$ cat config.mk
export PLATFORM = sky130hd
export DESIGN_NAME = fetch_pair_seq
export DESIGN_NICKNAME = d
export VERILOG_FILES = /design/src/rtl/fps_pkg.sv /design/src/rtl/fps_split.sv /design/src/rtl/fps_pc.sv /design/src/rtl/fps_ibr.sv /design/src/rtl/fetch_pair_seq.sv
export SDC_FILE = /design/constraint.sdc
export NUM_CORES = 1
export LEC_CHECK = 0
export BUFFER_PORTS_ARGS = -buffer_cell sky130_fd_sc_hd__buf_4
export CAP_MARGIN = 20
export CORE_UTILIZATION = 40
export CTS_BUF_LIST = sky130_fd_sc_hd__clkbuf_8 sky130_fd_sc_hd__clkbuf_16
export CTS_CLUSTER_SIZE = 25
export DETAILED_ROUTE_END_ITERATION = 10
export PLACE_DENSITY_LB_ADDON = 0.3
export SLEW_MARGIN = 20
export SYNTH_ARGS = -nofsm -noshare
export SYNTH_HDL_FRONTEND = slang
export SYNTH_SLANG_ARGS = --single-unit
$ cat constraint.sdc
create_clock -name clk_i -period 2 [get_ports clk_i]
set_input_delay 0.4 -clock clk_i [delete_from_list [all_inputs] [get_ports clk_i]]
set_output_delay 0.4 -clock clk_i [all_outputs]
set_load 0.01 [all_outputs]
$ cat src/rtl/fps_pkg.sv
`timescale 1ns/1ps
package fps_pkg;
  parameter int unsigned OP_W = 8;
  parameter int unsigned AD_W = 12;
  localparam int unsigned INSTR_W = OP_W + AD_W;
  localparam int unsigned WORD_W  = 2 * INSTR_W;

  typedef struct packed {
    logic [OP_W-1:0] op;
    logic [AD_W-1:0] addr;
  } instr_t;

  typedef enum logic [1:0] {
    ST_READ,
    ST_WAIT,
    ST_LOAD,
    ST_EXEC
  } state_e;
endpackage

$ cat src/rtl/fps_split.sv
`timescale 1ns/1ps
module fps_split
  import fps_pkg::*;
(
  input  logic [WORD_W-1:0] word_i,
  output instr_t            left_o,
  output instr_t            right_o
);
  // first instruction sits in the upper half
  assign left_o  = instr_t'(word_i[WORD_W-1 -: INSTR_W]);
  assign right_o = instr_t'(word_i[INSTR_W-1:0]);
endmodule

$ cat src/rtl/fps_pc.sv
`timescale 1ns/1ps
module fps_pc
  import fps_pkg::*;
(
  input  logic            clk_i,
  input  logic            rst_ni,
  input  logic            inc_i,
  input  logic            load_i,
  input  logic [AD_W-1:0] load_val_i,
  output logic [AD_W-1:0] pc_o
);
  logic [AD_W-1:0] pc_q;

  always_ff @(posedge clk_i or negedge rst_ni) begin
    if (!rst_ni) begin
      pc_q <= '0;
    end else if (load_i) begin
      pc_q <= load_val_i;
    end else if (inc_i) begin
      pc_q <= pc_q + AD_W'(1);
    end
  end

  assign pc_o = pc_q;
endmodule

$ cat src/rtl/fps_ibr.sv
`timescale 1ns/1ps
module fps_ibr
  import fps_pkg::*;
(
  input  logic   clk_i,
  input  logic   rst_ni,
  input  logic   fill_i,
  input  instr_t fill_val_i,
  input  logic   drop_i,
  output instr_t ibr_o,
  output logic   valid_o
);
  instr_t ibr_q;
  logic   valid_q;

  always_ff @(posedge clk_i or negedge rst_ni) begin
    if (!rst_ni) begin
      ibr_q   <= '0;
      valid_q <= 1'b0;
    end else begin
      if (fill_i) ibr_q <= fill_val_i;
      if (drop_i) valid_q <= 1'b0;
      else if (fill_i) valid_q <= 1'b1;
    end
  end

  assign ibr_o   = ibr_q;
  assign valid_o = valid_q;
endmodule

$ cat src/rtl/fetch_pair_seq.sv
`timescale 1ns/1ps
module fetch_pair_seq
  import fps_pkg::*;
(
  input  logic              clk_i,
  input  logic              rst_ni,
  output logic              mem_rd_o,
  output logic [AD_W-1:0]   mem_addr_o,
  input  logic [WORD_W-1:0] mem_rdata_i,
  input  logic              mem_rvalid_i,
  output logic              disp_valid_o,
  output logic [OP_W-1:0]   disp_opcode_o,
  output logic [AD_W-1:0]   disp_addr_o,
  output logic              disp_right_o,
  input  logic              exec_done_i,
  input  logic              exec_jump_i,
  input  logic [AD_W-1:0]   jump_target_i,
  input  logic              jump_right_i,
  output logic [AD_W-1:0]   pc_o
);
  state_e            state_q;
  logic [AD_W-1:0]   mar_q;
  logic [WORD_W-1:0] mbr_q;
  logic [OP_W-1:0]   ir_q;
  logic [AD_W-1:0]   ar_q;
  logic              half_q;
  logic              skip_left_q;

  instr_t left_w, right_w, ibr_w;
  logic   ibr_valid;
  logic   take_jump, take_done, use_buf;
  logic   pc_inc, ibr_fill, ibr_drop;
  logic [AD_W-1:0] pc_w;

  fps_split u_split (
    .word_i  (mbr_q),
    .left_o  (left_w),
    .right_o (right_w)
  );

  always_comb begin
    take_jump = (state_q == ST_EXEC) && exec_jump_i;
    take_done = (state_q == ST_EXEC) && exec_done_i && !exec_jump_i;
    use_buf   = take_done && ibr_valid;
    pc_inc    = (state_q == ST_LOAD);
    ibr_fill  = (state_q == ST_LOAD) && !skip_left_q;
    ibr_drop  = take_jump || use_buf;
  end

  fps_pc u_pc (
    .clk_i      (clk_i),
    .rst_ni     (rst_ni),
    .inc_i      (pc_inc),
    .load_i     (take_jump),
    .load_val_i (jump_target_i),
    .pc_o       (pc_w)
  );

  fps_ibr u_ibr (
    .clk_i      (clk_i),
    .rst_ni     (rst_ni),
    .fill_i     (ibr_fill),
    .fill_val_i (right_w),
    .drop_i     (ibr_drop),
    .ibr_o      (ibr_w),
    .valid_o    (ibr_valid)
  );

  always_ff @(posedge clk_i or negedge rst_ni) begin
    if (!rst_ni) begin
      state_q     <= ST_READ;
      mar_q       <= '0;
      mbr_q       <= '0;
      ir_q        <= '0;
      ar_q        <= '0;
      half_q      <= 1'b0;
      skip_left_q <= 1'b0;
    end else begin
      unique case (state_q)
        ST_READ: state_q <= ST_WAIT;
        ST_WAIT: begin
          if (mem_rvalid_i) begin
            mbr_q   <= mem_rdata_i;
            state_q <= ST_LOAD;
          end
        end
        ST_LOAD: begin
          if (skip_left_q) begin
            ir_q   <= right_w.op;
            ar_q   <= right_w.addr;
            half_q <= 1'b1;
          end else begin
            ir_q   <= left_w.op;
            ar_q   <= left_w.addr;
            half_q <= 1'b0;
          end
          skip_left_q <= 1'b0;
          state_q     <= ST_EXEC;
        end
        ST_EXEC: begin
          if (take_jump) begin
            mar_q       <= jump_target_i;
            skip_left_q <= jump_right_i;
            state_q     <= ST_READ;
          end else if (use_buf) begin
            ir_q   <= ibr_w.op;
            ar_q   <= ibr_w.addr;
            half_q <= 1'b1;
          end else if (take_done) begin
            mar_q   <= pc_w;
            state_q <= ST_READ;
          end
        end
        default: state_q <= ST_READ;
      endcase
    end
  end

  assign mem_rd_o      = (state_q == ST_READ);
  assign mem_addr_o    = mar_q;
  assign disp_valid_o  = (state_q == ST_EXEC);
  assign disp_opcode_o = ir_q;
  assign disp_addr_o   = ar_q;
  assign disp_right_o  = half_q;
  assign pc_o          = pc_w;
endmodule

; ---- Yosys cells after proc, flatten, opt, wreduce, memory -nomap -nowiden
; Cells that the tools add are included.
[op_classes]
addsub = 1
n_eq_ne = 10
muxes = 26
reduce_logical = 18
[op_table]
columns = operator, n
row1 = 2-to-1 mux 12 bit, 8
row2 = 2-to-1 mux 8 bit, 3
row3 = case mux 12 bit (2 select lines), 1
row4 = case mux 8 bit (2 select lines), 1
row5 = "adder 12 x 1 -> 12 bit, second input constant", 1
row6 = AND reduction 3 bit, 3
row7 = 2-to-1 mux 2 bit, 4
row8 = case mux 2 bit (4 select lines), 1
row9 = nonzero test 2 bit, 4
row10 = 2-to-1 mux 1 bit, 6
row11 = "!= test 2 bit, second input constant", 3
row12 = logical AND 1 bit, 5
row13 = "== test 2 bit, second input constant", 2
row14 = "!= test 2 x 1 -> 1 bit, second input constant", 2
row15 = case mux 1 bit (2 select lines), 2
row16 = AND reduction 2 bit, 2
row17 = "!= test 3 x 1 -> 1 bit, second input constant", 1
row18 = "!= test 3 bit, second input constant", 1
row19 = "== test 2 x 1 -> 1 bit, second input constant", 1
row20 = logical NOT 1 bit, 2
row21 = logical NOT 2 bit, 1
row22 = logical OR 1 bit, 1
[word_totals]
register_bits = 109
output_inout_bits = 47
wordCells = 66

; ---- Longest topological paths before layout
; Gate-level depths: netlist (run 1).
[logic_depth]
ltp_word = 7
mapped_depth = 7
depth_no_buf = 6

; ---- By module
; Synthesis (run 1) repeated with hierarchy kept, for this count alone.
[hier_totals]
hier_cells = 400
hier_area_um2 = 5273.8
[modules_own_cells]
columns = module, instances, cells_each, area_each_um2
row1 = fetch_pair_seq, 1, 244, 3447.1
row2 = fps_ibr, 1, 44, 854.6
row3 = fps_pc, 1, 72, 671.9
row4 = fps_split, 1, 40, 300.3

; ---- Worst setup path after synthesis (run 1)
; No wires, ideal clock.
[synth_path]
path_type = register -> register
start = register state_q[0]
end = register mar_q[1], in the netlist mem_addr_o[1]
setup_time_ns = 0.127
arrival_time_ns = 1.549
t_required_ns = 1.873
slack_ns = 0.324
path_stages_with_launch = 8
path_buffers = 3
synth_period_minus_slack_ns = 1.676
cell_sequence = dfrtp_1 ha_1 buf_2 and2_1 buf_6 buf_8 a222oi_1 inv_1
[synth_between]
elab_chain_cells = 6
word_cells_on_any_way = 9
cone_classes = 2 x eq/ne / 1 x mux / 6 x reduce/logical
[synth_lines]
columns = item, line_no
row1 = start: declaration, fetch_pair_seq.sv:21  ; state_e state_q;
row2 = start signal: assignment, fetch_pair_seq.sv:71  ; state_q <= ST_READ;
row3 = start signal: assignment, fetch_pair_seq.sv:80  ; ST_READ: state_q <= ST_WAIT;
row4 = start signal: assignment, fetch_pair_seq.sv:84  ; state_q <= ST_LOAD;
row5 = == test 2 bit (*), n/a
row6 = net disp_valid_o, fetch_pair_seq.sv:11  ; output logic disp_valid_o,
row7 = logical AND 1 bit (2 in series), fetch_pair_seq.sv:43  ; take_done = (state_q == ST_EXEC) && exec_done_i && !exec_jump_i;
row8 = logical AND 1 bit, fetch_pair_seq.sv:44  ; use_buf = take_done && ibr_valid;
row9 = != test 2 bit (no source line), n/a
row10 = AND reduction 3 bit (no source line), n/a
row11 = end signal: assignment, fetch_pair_seq.sv:102  ; mar_q <= jump_target_i;
row12 = end signal: assignment, fetch_pair_seq.sv:110  ; mar_q <= pc_w;
row13 = end: declaration, fetch_pair_seq.sv:22  ; logic [AD_W-1:0] mar_q;
; Mark *: on every way through the listed nets, which the timed path passes. The rest lies on a longest branch.
; A chain may end at the register's enable or synchronous reset.

; ---- Worst setup path after layout (run 1)
[layout_path]
start = register state_q[0]
end = register u_pc.pc_q[10], in the netlist u_pc.pc_o[10]
[layout_between]
elab_chain_cells = 3
word_cells_on_any_way = 5
cone_classes = 2 x eq/ne / 1 x mux / 2 x reduce/logical
[layout_lines]
columns = item, line_no
row1 = == test 2 bit, fetch_pair_seq.sv:42  ; take_jump = (state_q == ST_EXEC) && exec_jump_i;
row2 = logical AND 1 bit, fetch_pair_seq.sv:42
row3 = 2-to-1 mux 12 bit / nonzero test 2 bit (equally long branches), n/a
row4 = end signal: assignment, fps_pc.sv:18  ; pc_q <= load_val_i;
row5 = end signal: assignment, fps_pc.sv:20  ; pc_q <= pc_q + AD_W'(1);
row6 = end: declaration, fps_pc.sv:12  ; logic [AD_W-1:0] pc_q;
; Parallel ways exist; a longest one is shown, timed or not.

==> run metrics, run 1 <==
status=complete, but fails checks; failing checks=design-rule violations; Post-DP Area=0.00580 mm²; Logic pwr share=0.413; hold_ws=68.7 ps; Clk pwr share=0.181; CP Launch Type=flop; first-pass GRT wire length=16900 µm; Crit path buffers/inverters=2; final wirelength=10200 µm; GRT overflow=0; GRT Total Usage=0.172; via count=3305; vias per cell=5.04; gpl congestion=0.829; post-CTS sizing=0; fin cells=656; Multi-input gate area=0.00192 mm²; type of the worst min-delay path=input port to asynchronous set/reset pin; # setup viols final=0; DP HPWL=7150 µm; CTS buffer count=9; Critical path origin=state_q[0]; sequential power share=0.407; worst relative slew slack=0.618; Final Cell Area=0.00610 mm²; max cap viols=0; CP max-delay cell=dfrtp_1; Psw=3.60 mW; VDD IR max=0.000875 V; IO buf count=104; RSZ-0062 raised after global routing=no; flops & latches, synth=109; DIE WIDTH=112 µm; clk buf depth=2; P&R area growth vs syn=26.3%; register area=0.00273 mm²; Clk Latency, worst-skew pair=340 ps; slack of the critical path=163 ps; commonest non-fill, non-tap cell in the layout=buf_4; CP required=2260 ps; Final Max Slew Viols=0; Ys Warns=0; # IOs=105; hold buffers post-CTS=0; largest net degree at the start of global routing=66; ANT cells=0; CTS Sinks=109; top-area cell type share of the netlist area=0.564; register area share after synthesis=0.564; Final ANT Viol Nets=0; commonest cells after routing, fill and taps aside=113 x buf_4, 109 x dfrtp_1, 58 x mux2_2; post-synth top area cell=dfrtp_1; H-tree level count=3; leakage power=2.81 nW; std cell rows=39; crit share post-route=0.918; Avg Cell Area, Syn=11.9 µm²; layout cells sized above 1=0.384; CP max stage delay=410 ps; DRC=9; 1st-iter DRT viols=205; Syn Nets=469; clock-pin slew on the worst setup and hold paths=70 ps; cells after synthesis=406; crit-path max FO=6; Die Ht=112 µm; vias in the first global route=3438; Netlist cell types=35; Final #Nets=572; DR WL/cell=15.6 µm; crit path cell chain=inv_1, ha_1, buf_4, and4_1, nand4_1, xor2_1, o21ai_0; cell family with most CP delay=simple AND/OR/NAND/NOR gates; # fillers=1061; WS Path Type=flop to flop; Total Die Area=0.0125 mm²; TNS Setup=0 ps; Synth area leaders=dfrtp_1 56%, mux2_2 14%, mux2i_1 5.6%, o21ai_0 4.1%, nand2_1 3.4%; Starting Density=0.416; Max Clock Freq=544 MHz; clk_skew=7.06 ps; setup bufs post-CTS=0; Root Driver=clkbuf_16; Initial DRT Pass Iterations=7; dpl cells=641; core area=0.0116 mm²; worst-margin pin slew=573 ps; fin util=0.526; worst endpoint data arrival time=2090 ps; Int Power=6.53 mW; Final Total Pwr=10.1 mW; Crit. End Element=flop; initial antenna violation count=0; Sw Ratio=0.356; power density cells=1660 mW/mm²; post-route minimum period=1840 ps; worst r2r src=state_q[0]; TritonCTS clock tree=done; mapped cell area=0.00483 mm²; Place WS=179 ps; final hold viol count=0
## cell type report
type / count / area share
timing repair buffer: 117 / 0.152
tap: 143 / 0.0293
multi-input combinational: 260 / 0.315
sequential: 109 / 0.447
clock buffer: 9 / 0.0369
inverter: 12 / 0.00738
clock inverter: 6 / 0.0129
## cells by family after synthesis
kind of cell | synth area share
simple gates | 0.0782
flops | 0.564
compound gates | 0.0872
fa+ha+maj | 0.0129
buf+inv | 0.0393
xor+xnor | 0.0199
mux | 0.198
## cells in the mapped netlist
cell,n
nor3_1,2
and2_1,3
nor2_1,23
clkbuf_2,1
nor4_2,1
buf_8,1
mux2i_1,27
buf_2,13
nand2_1,44
o21ai_2,1
dfrtp_1,109
nand2b_1,1
mux2_1,3
a32oi_2,1
a222oi_1,7
and4_1,1
nor2b_4,1
xor2_1,6
inv_1,12
nand4_4,1
xnor2_1,5
nor2b_1,1
o32a_1,1
clkbuf_1,4
o21ai_0,40
o22ai_1,1
mux2_2,58
nand3_1,2
a21oi_1,22
buf_1,1
ha_1,5
nand4_1,2
and3_1,1
buf_6,1
buf_4,4
## flip-flops by register name, indices dropped and copies added, names as in the netlist
signal,cells
mbr_q,40
u_ibr.ibr_o,20
disp_addr_o,12
mem_addr_o,12
u_pc.pc_o,12
disp_opcode_o,8
state_q,2
disp_right_o,1
skip_left_q,1
u_ibr.valid_o,1
## worst paths after layout
check / to / slack [ps] / cells after the start
worst min-delay path: disp_opcode_o[5] / 70 / 2
worst max-delay path: u_pc.pc_o[10] / 160 / 7
min in group clk_i: u_pc.pc_o[9] / 270 / 3
max in group asynchronous: mbr_q[27] / 1420 / 2
worst min register to register: disp_addr_o[3] / 490 / 2
worst max register to register: u_pc.pc_o[10] / 160 / 7
## worst reg2reg max path: cells and delay by family, from the launching register on
family          cells  cell delay [ps]
compound gates      1              150
xor+xnor            1              160
fa+ha+maj           1              330
buf+inv             2              300
flops               1              410
simple gates        2              410
## power by group through the flow
stage / logic [mW] / clock network (mW) / registers [mW]
after CTS: 4.26 / 1.88 / 4.13
final: 4.18 / 1.83 / 4.12
after floorplan: 2.65 / 0 / 4.12
after detailed placement: 4.24 / 0 / 4.17
after global placement: 4.09 / 0 / 4.09
after global routing: 4.66 / 1.97 / 4.27
## metal layers
layer  GRT usage  up-vias  wire (µm)
li1            -     1616          -
met1       0.212     1601       4460
met2       0.293       82       5090
met3      0.0490        6        613
met4      0.0523        0         71
met5           0        -          0
Note: power is estimated with default switching activity, not from simulation.
==> run 2, diff against run 1 <==
--- a/config.mk
+++ b/config.mk
@@ -5,6 +5,7 @@
 export SDC_FILE = /design/constraint.sdc
 export NUM_CORES = 1
 export LEC_CHECK = 0
+export ABC_AREA = 1
 export BUFFER_PORTS_ARGS = -buffer_cell sky130_fd_sc_hd__buf_4
 export CAP_MARGIN = 20
 export CORE_UTILIZATION = 40
==> run 2 against run 1 <==
Net effect: the flow now finishes without violations; highest routed layer unchanged; clock skew about the same; synthesized area up 1.8%; register-to-register slack better by 150 ps; worst setup slack better by 150 ps; global-route usage up 2.5 points; clock power down 5%; die area up 1.8%; utilization down 0.93 points.
==> run metrics, run 2 <==
status=finished clean; leakage power=3.06 nW (+9.0%); worst r2r src=state_q[0]; top_reg_cell synth=dfrtp_1; CTS Sinks=109 (unchanged); vias in the first global route=3973 (+16%); Final Total Pwr=10.6 mW (+4.9%); # setup viols final=0 (unchanged); WS Path Type=flop to flop; worst endpoint data arrival time=1920 ps (-170 ps); vias per cell=5.09 (+0.95%); P&R area growth vs syn=26.0%; commonest non-fill, non-tap cell in the layout=buf_4; IO buf count=104 (unchanged); most frequent cell after synthesis=dfrtp_1; TNS Setup=0 ps (unchanged); H-tree level count=3 (unchanged); largest net degree at the start of global routing=49 (-26%); r2r endpoint=u_pc.pc_o[5]; post-route minimum period=1680 ps (-152 ps); type of the worst min-delay path=input port to asynchronous set/reset pin; EDFF count, synth=0 (unchanged); Most flops, register=mbr_q; Final #Nets=713 (+25%); Starting Density=0.410 (-0.00639); crit share post-route=0.842 (-0.0761); Total Die Area=0.0128 mm² (+1.8%); Clk Latency, worst-skew pair=350 ps (about the same); clk buf depth=2 (unchanged); RSZ-0062 raised after global routing=no; flops & latches, synth=109 (unchanged); register area share after synthesis=0.554 (-0.0102); CP Launch Type=flop; setup bufs post-CTS=0 (unchanged); clock-pin slew on the worst setup and hold paths=70 ps (about the same); dpl cells=786 (+23%); max cap viols=0 (unchanged); Initial DRT Pass Iterations=4 (-3); Synth area leaders=dfrtp_1 55%, nand2_1 7.3%, nor2_1 5.1%, a21oi_1 5.0%, o21ai_0 4.7%; CP required=2230 ps (-30 ps); core area=0.0120 mm² (+3.4%); initial antenna violation count=0 (unchanged); layout cells sized above 1=0.249 (-0.135); Final Max Slew Viols=0 (unchanged); TritonCTS clock tree=done; ANT cells=0 (unchanged); commonest cells after routing, fill and taps aside=114 x buf_4, 109 x dfrtp_1, 95 x nand2_1; std cell rows=40 (+2.6%); r2r setup slk=320 ps (+150 ps); Async SR Flop Fraction=1.00 (unchanged); 1st-iter DRT viols=186 (-9.3%); final hold viol count=0 (unchanged); Root Driver=clkbuf_16; post-synth top area cell=dfrtp_1; worst-margin pin slew=514 ps (-59.1 ps); VDD IR max=0.000748 V (-15%); Max Clock Freq=594 MHz (+9.0%); GRT overflow=0 (unchanged); clk_skew=6.84 ps (-0.215 ps); power density cells=1710 mW/mm² (+3.3%); Ys Warns=0 (unchanged); GRT Total Usage=0.198 (+0.0254); Synth top cells by count=109 x dfrtp_1, 96 x nand2_1, 67 x nor2_1; Netlist cell types=31 (-11%); CTS buffer count=9 (unchanged); max reg flops=40 (unchanged); Syn Nets=611 (+30%); Die Ht=113 µm (+0.90%); # IOs=105 (unchanged); cells after synthesis=548 (+35%); mapped cell area=0.00492 mm² (+1.8%); Worst Reg-to-Reg Cells=7 (unchanged); fin cells=802 (+22%); crit-path max FO=12 (+6); Crit. End Element=flop; hold_ws=16.0 ps (-52.7 ps); Final ANT Viol Nets=0 (unchanged); DRC=0 (-9); gpl congestion=0.901 (+8.6%); fin util=0.516 (-0.00929); via count=4079 (+23%); DR WL/cell=14.7 µm (-5.7%); Avg Cell Area, Syn=8.98 µm² (-25%); DIE WIDTH=113 µm (+0.90%); hold buffers post-CTS=0 (unchanged); DP HPWL=8630 µm (+21%); final wirelength=11800 µm (+15%); top-area cell type share of the netlist area=0.554 (-0.0102); worst relative slew slack=0.658 (+0.0394); post-CTS sizing=0 (unchanged); first-pass GRT wire length=19800 µm (+18%)
==> run 2: cell families after synthesis <==
| family | share of synthesized area |
|---|---|
| AOI/OAI and AO/OA | 0.153 |
| xor gates and xnor gates | 0.00178 |
| adders and majority gates | 0.0127 |
| buffers and inverters | 0.0755 |
| DFF | 0.554 |
| muxes | 0.0458 |
| and+or+nand+nor | 0.157 |
==> run 2: how the worst max path moves through the flow <==
| stage | from | end | slack, ps | cells after the start |
|---|---|---|---|---|
| after floorplan | state_q[0] | u_pc.pc_o[5] | 500 | 10 |
| after global placement | state_q[0] | u_pc.pc_o[5] | 410 | 7 |
| after detailed placement | state_q[1] | mbr_q[25] | 340 | 5 |
| after CTS | state_q[0] | u_pc.pc_o[5] | 330 | 7 |
| after global routing | state_q[0] | u_pc.pc_o[5] | 170 | 7 |
| final | state_q[0] | u_pc.pc_o[5] | 320 | 7 |
==> run 2: cell type report <==
cell class | count | area (µm²)
well taps | 147 | 184
clock inverters | 7 | 71.3
repair buffers | 118 | 936
multi-input cells | 350 | 1830
fillers | 1113 | 5810
clock buffers | 9 | 225
flip-flops and latches | 109 | 2730
inverters | 62 | 233
==> run 2: per-stage QoR <==
| stage | worst slack (ps) | area [µm²] |
|---|---|---|
| finish | 316 | 6200 |
| global route | 173 | 6200 |
| CTS | 332 | 6200 |
| detailed placement | 337 | 5910 |
| global placement | 408 | 5910 |
| floorplan | 504 | 4920 |
==> run 2: critical path: stages, from the launching register on <==
cell,delay [ps]
dfrtp_1,410
ha_1,270
nand2_2,170
nand2_1,300
inv_2,250
nand2_1,70
o21ai_0,70
inv_1,50
==> run 2: report_power, final <==
part           switching [mW]  internal (mW)  total (mW)  leakage (nW)
combinational            2.81           2.12        4.92          1.67
sequential              0.653           3.32        3.97          1.24
clock                   0.859          0.876        1.73         0.144
total                    4.32           6.31        10.6          3.06
==> run 2: layer usage <==
metal,track usage,routed length [µm],vias up
met5,0,0,-
met4,0.0614,134,0
met3,0.0316,699,9
met2,0.312,5550,121
met1,0.281,5410,1938
li1,-,-,2011
==> run 3, diff against run 2 <==
==> constraint.sdc (replaced) <==
create_clock -name clk_i -period 1.6 [get_ports clk_i]
set_input_delay 0.32 -clock clk_i [delete_from_list [all_inputs] [get_ports clk_i]]
set_output_delay 0.32 -clock clk_i [all_outputs]
set_load 0.01 [all_outputs]
==> run 3 against run 2 <==
Net effect: critical path type is now flop to output pin; register-to-register slack worse by 250 ps; die area unchanged; design area up 2.4%; sequential power up 26%; via count up 0.74%; highest routed layer unchanged; clock skew up 0.76 ps.
==> run metrics, run 3 (same netlist as run 2, synthesis figures left out) <==
status=finished clean; GRT overflow=0 (unchanged); CTS Sinks=109 (unchanged); crit share post-route=0.970; Clk Latency, worst-skew pair=350 ps (about the same); Total Die Area=0.0128 mm² (unchanged); Crit. End Element=output pin; Die Ht=113 µm (unchanged); gpl congestion=0.830 (-7.8%); GRT Total Usage=0.196 (-0.00138); max cap viols=0 (unchanged); clk buf depth=2 (unchanged); power density cells=2170 mW/mm² (+26%); DP HPWL=8020 µm (-7.1%); worst relative slew slack=0.585 (-0.0726); Final Cell Area=0.00635 mm² (+2.4%); clk_skew=7.60 ps (+0.757 ps); commonest non-fill, non-tap cell in the layout=buf_4; largest net degree at the start of global routing=110 (+120%); hold_ws=3.16 ps (-12.8 ps); Starting Density=0.410 (unchanged); Final #Nets=718 (+0.70%); # IOs=105 (unchanged); P&R area growth vs syn=29.1%; 1st-iter DRT viols=271 (+46%); Post-DP Area=0.00597 mm² (+1.1%); RSZ-0062 raised after global routing=yes; Max Clock Freq=644 MHz; CTS buffer count=9 (unchanged); initial antenna violation count=0 (unchanged); TNS Setup=0 ps (unchanged); vias per cell=5.09 (+0.11%); max reg flops=40 (unchanged); Initial DRT Pass Iterations=4 (unchanged); TritonCTS clock tree=done; CP required=1280 ps (-950 ps); hold buffers post-CTS=0 (unchanged); post-route minimum period=1550 ps; final hold viol count=0 (unchanged); WS Path Type=flop to output pin; # setup viols final=0 (unchanged); leakage power=3.10 nW (+1.4%); commonest cells after routing, fill and taps aside=113 x buf_4, 108 x dfrtp_1, 94 x nand2_1; CP Launch Type=flop; crit-path max FO=4 (-8); ANT cells=0 (unchanged); worst endpoint data arrival time=1230 ps (-690 ps); worst-margin pin slew=623 ps (+109 ps); Final Max Slew Viols=0 (unchanged); fin cells=807 (+0.62%); clock-pin slew on the worst setup and hold paths=70 ps (about the same); H-tree level count=3 (unchanged); vias in the first global route=3991 (+0.45%); VDD IR max=0.000868 V (+16%); layout cells sized above 1=0.265 (+0.0163); via count=4109 (+0.74%); first-pass GRT wire length=19800 µm (-0.38%); std cell rows=40 (unchanged); DRC=0 (unchanged); dpl cells=788 (+0.25%); Root Driver=clkbuf_16; IO buf count=104 (unchanged); DIE WIDTH=113 µm (unchanged); type of the worst min-delay path=input port to asynchronous set/reset pin; final wirelength=12200 µm (+3.6%); DR WL/cell=15.1 µm (+2.9%); Final ANT Viol Nets=0 (unchanged); core area=0.0120 mm² (unchanged); Most flops, register=mbr_q
-- run 3: changes by cell type in the layout (fill, tap and decap cells not counted), moves of 2 or more --
cell,previous run,this run
inv_6,0,2
ha_1,5,3
buf_12,4,8
clkinv_4,5,0
clkinvlp_4,0,3
inv_1,58,56
clkbuf_16,9,11
-- run 3: layer usage --
metal	vias up	part of all wire	GRT usage
met5	-	0	0
met4	0	0.012	0.0711
met3	13	0.055	0.0364
met2	101	0.48	0.305
met1	1972	0.46	0.276
li1	2023	-	-
-- run 3: final cells by class --
type,count,area (µm²)
Fill cell,1124,5660
Multi-Input combinational cell,350,1860
Clock buffer,10,239
Tap cell,147,184
Sequential cell,109,2730
Clock inverter,6,45.0
Inverter,62,235
Timing Repair Buffer,123,1060
-- run 3: path summary, 6_finish.rpt --
check | from | endpoint | slack, ps | cells after the start
worst max-delay path | state_q[1] | disp_valid_o | 50 | 3
worst min-delay path | rst_ni | mem_addr_o[6] | 3 | 2
worst max register to register | state_q[1] | u_pc.pc_o[5] | 70 | 9
worst min register to register | u_ibr.ibr_o[6] | u_ibr.ibr_o[6] | 480 | 2
max in group asynchronous | rst_ni | state_q[0] | 1070 | 2
min in group clk_i | jump_right_i | skip_left_q | 190 | 3
-- run 3: through the flow --
step	power (mW)	util	setup slack, ps
6_report	13.8	0.529	47.5
5_1_grt	14.9	0.529	-25.0
4_1_cts	13.6	0.522	33.8
3_5_place_dp	11.4	0.497	-128
3_3_place_gp	11.1	0.497	-6.78
2_1_floorplan	8.89	-	104
-- run 3: report_power, final --
group | total [mW] | internal (mW) | switching [mW]
sequential | 4.99 | 4.16 | 0.833
clock | 2.15 | 1.11 | 1.04
combinational | 6.64 | 3.02 | 3.62
total | 13.8 | 8.28 | 5.49
-- run 3: repair_timing --
| item | 4_1_cts | 5_1_grt |
|---|---|---|
| gates cloned | 0 | 2 |
| setup buffers | 0 | 1 |
| gates resized for setup | 2 | 10 |
| setup endpoints to repair | 13 | 48 |
-- run 3: worst max-delay path: stages (launching register included) --
cell and delay, ps:
dfrtp_1 430, ha_4 200, buf_4 130, buf_4 130
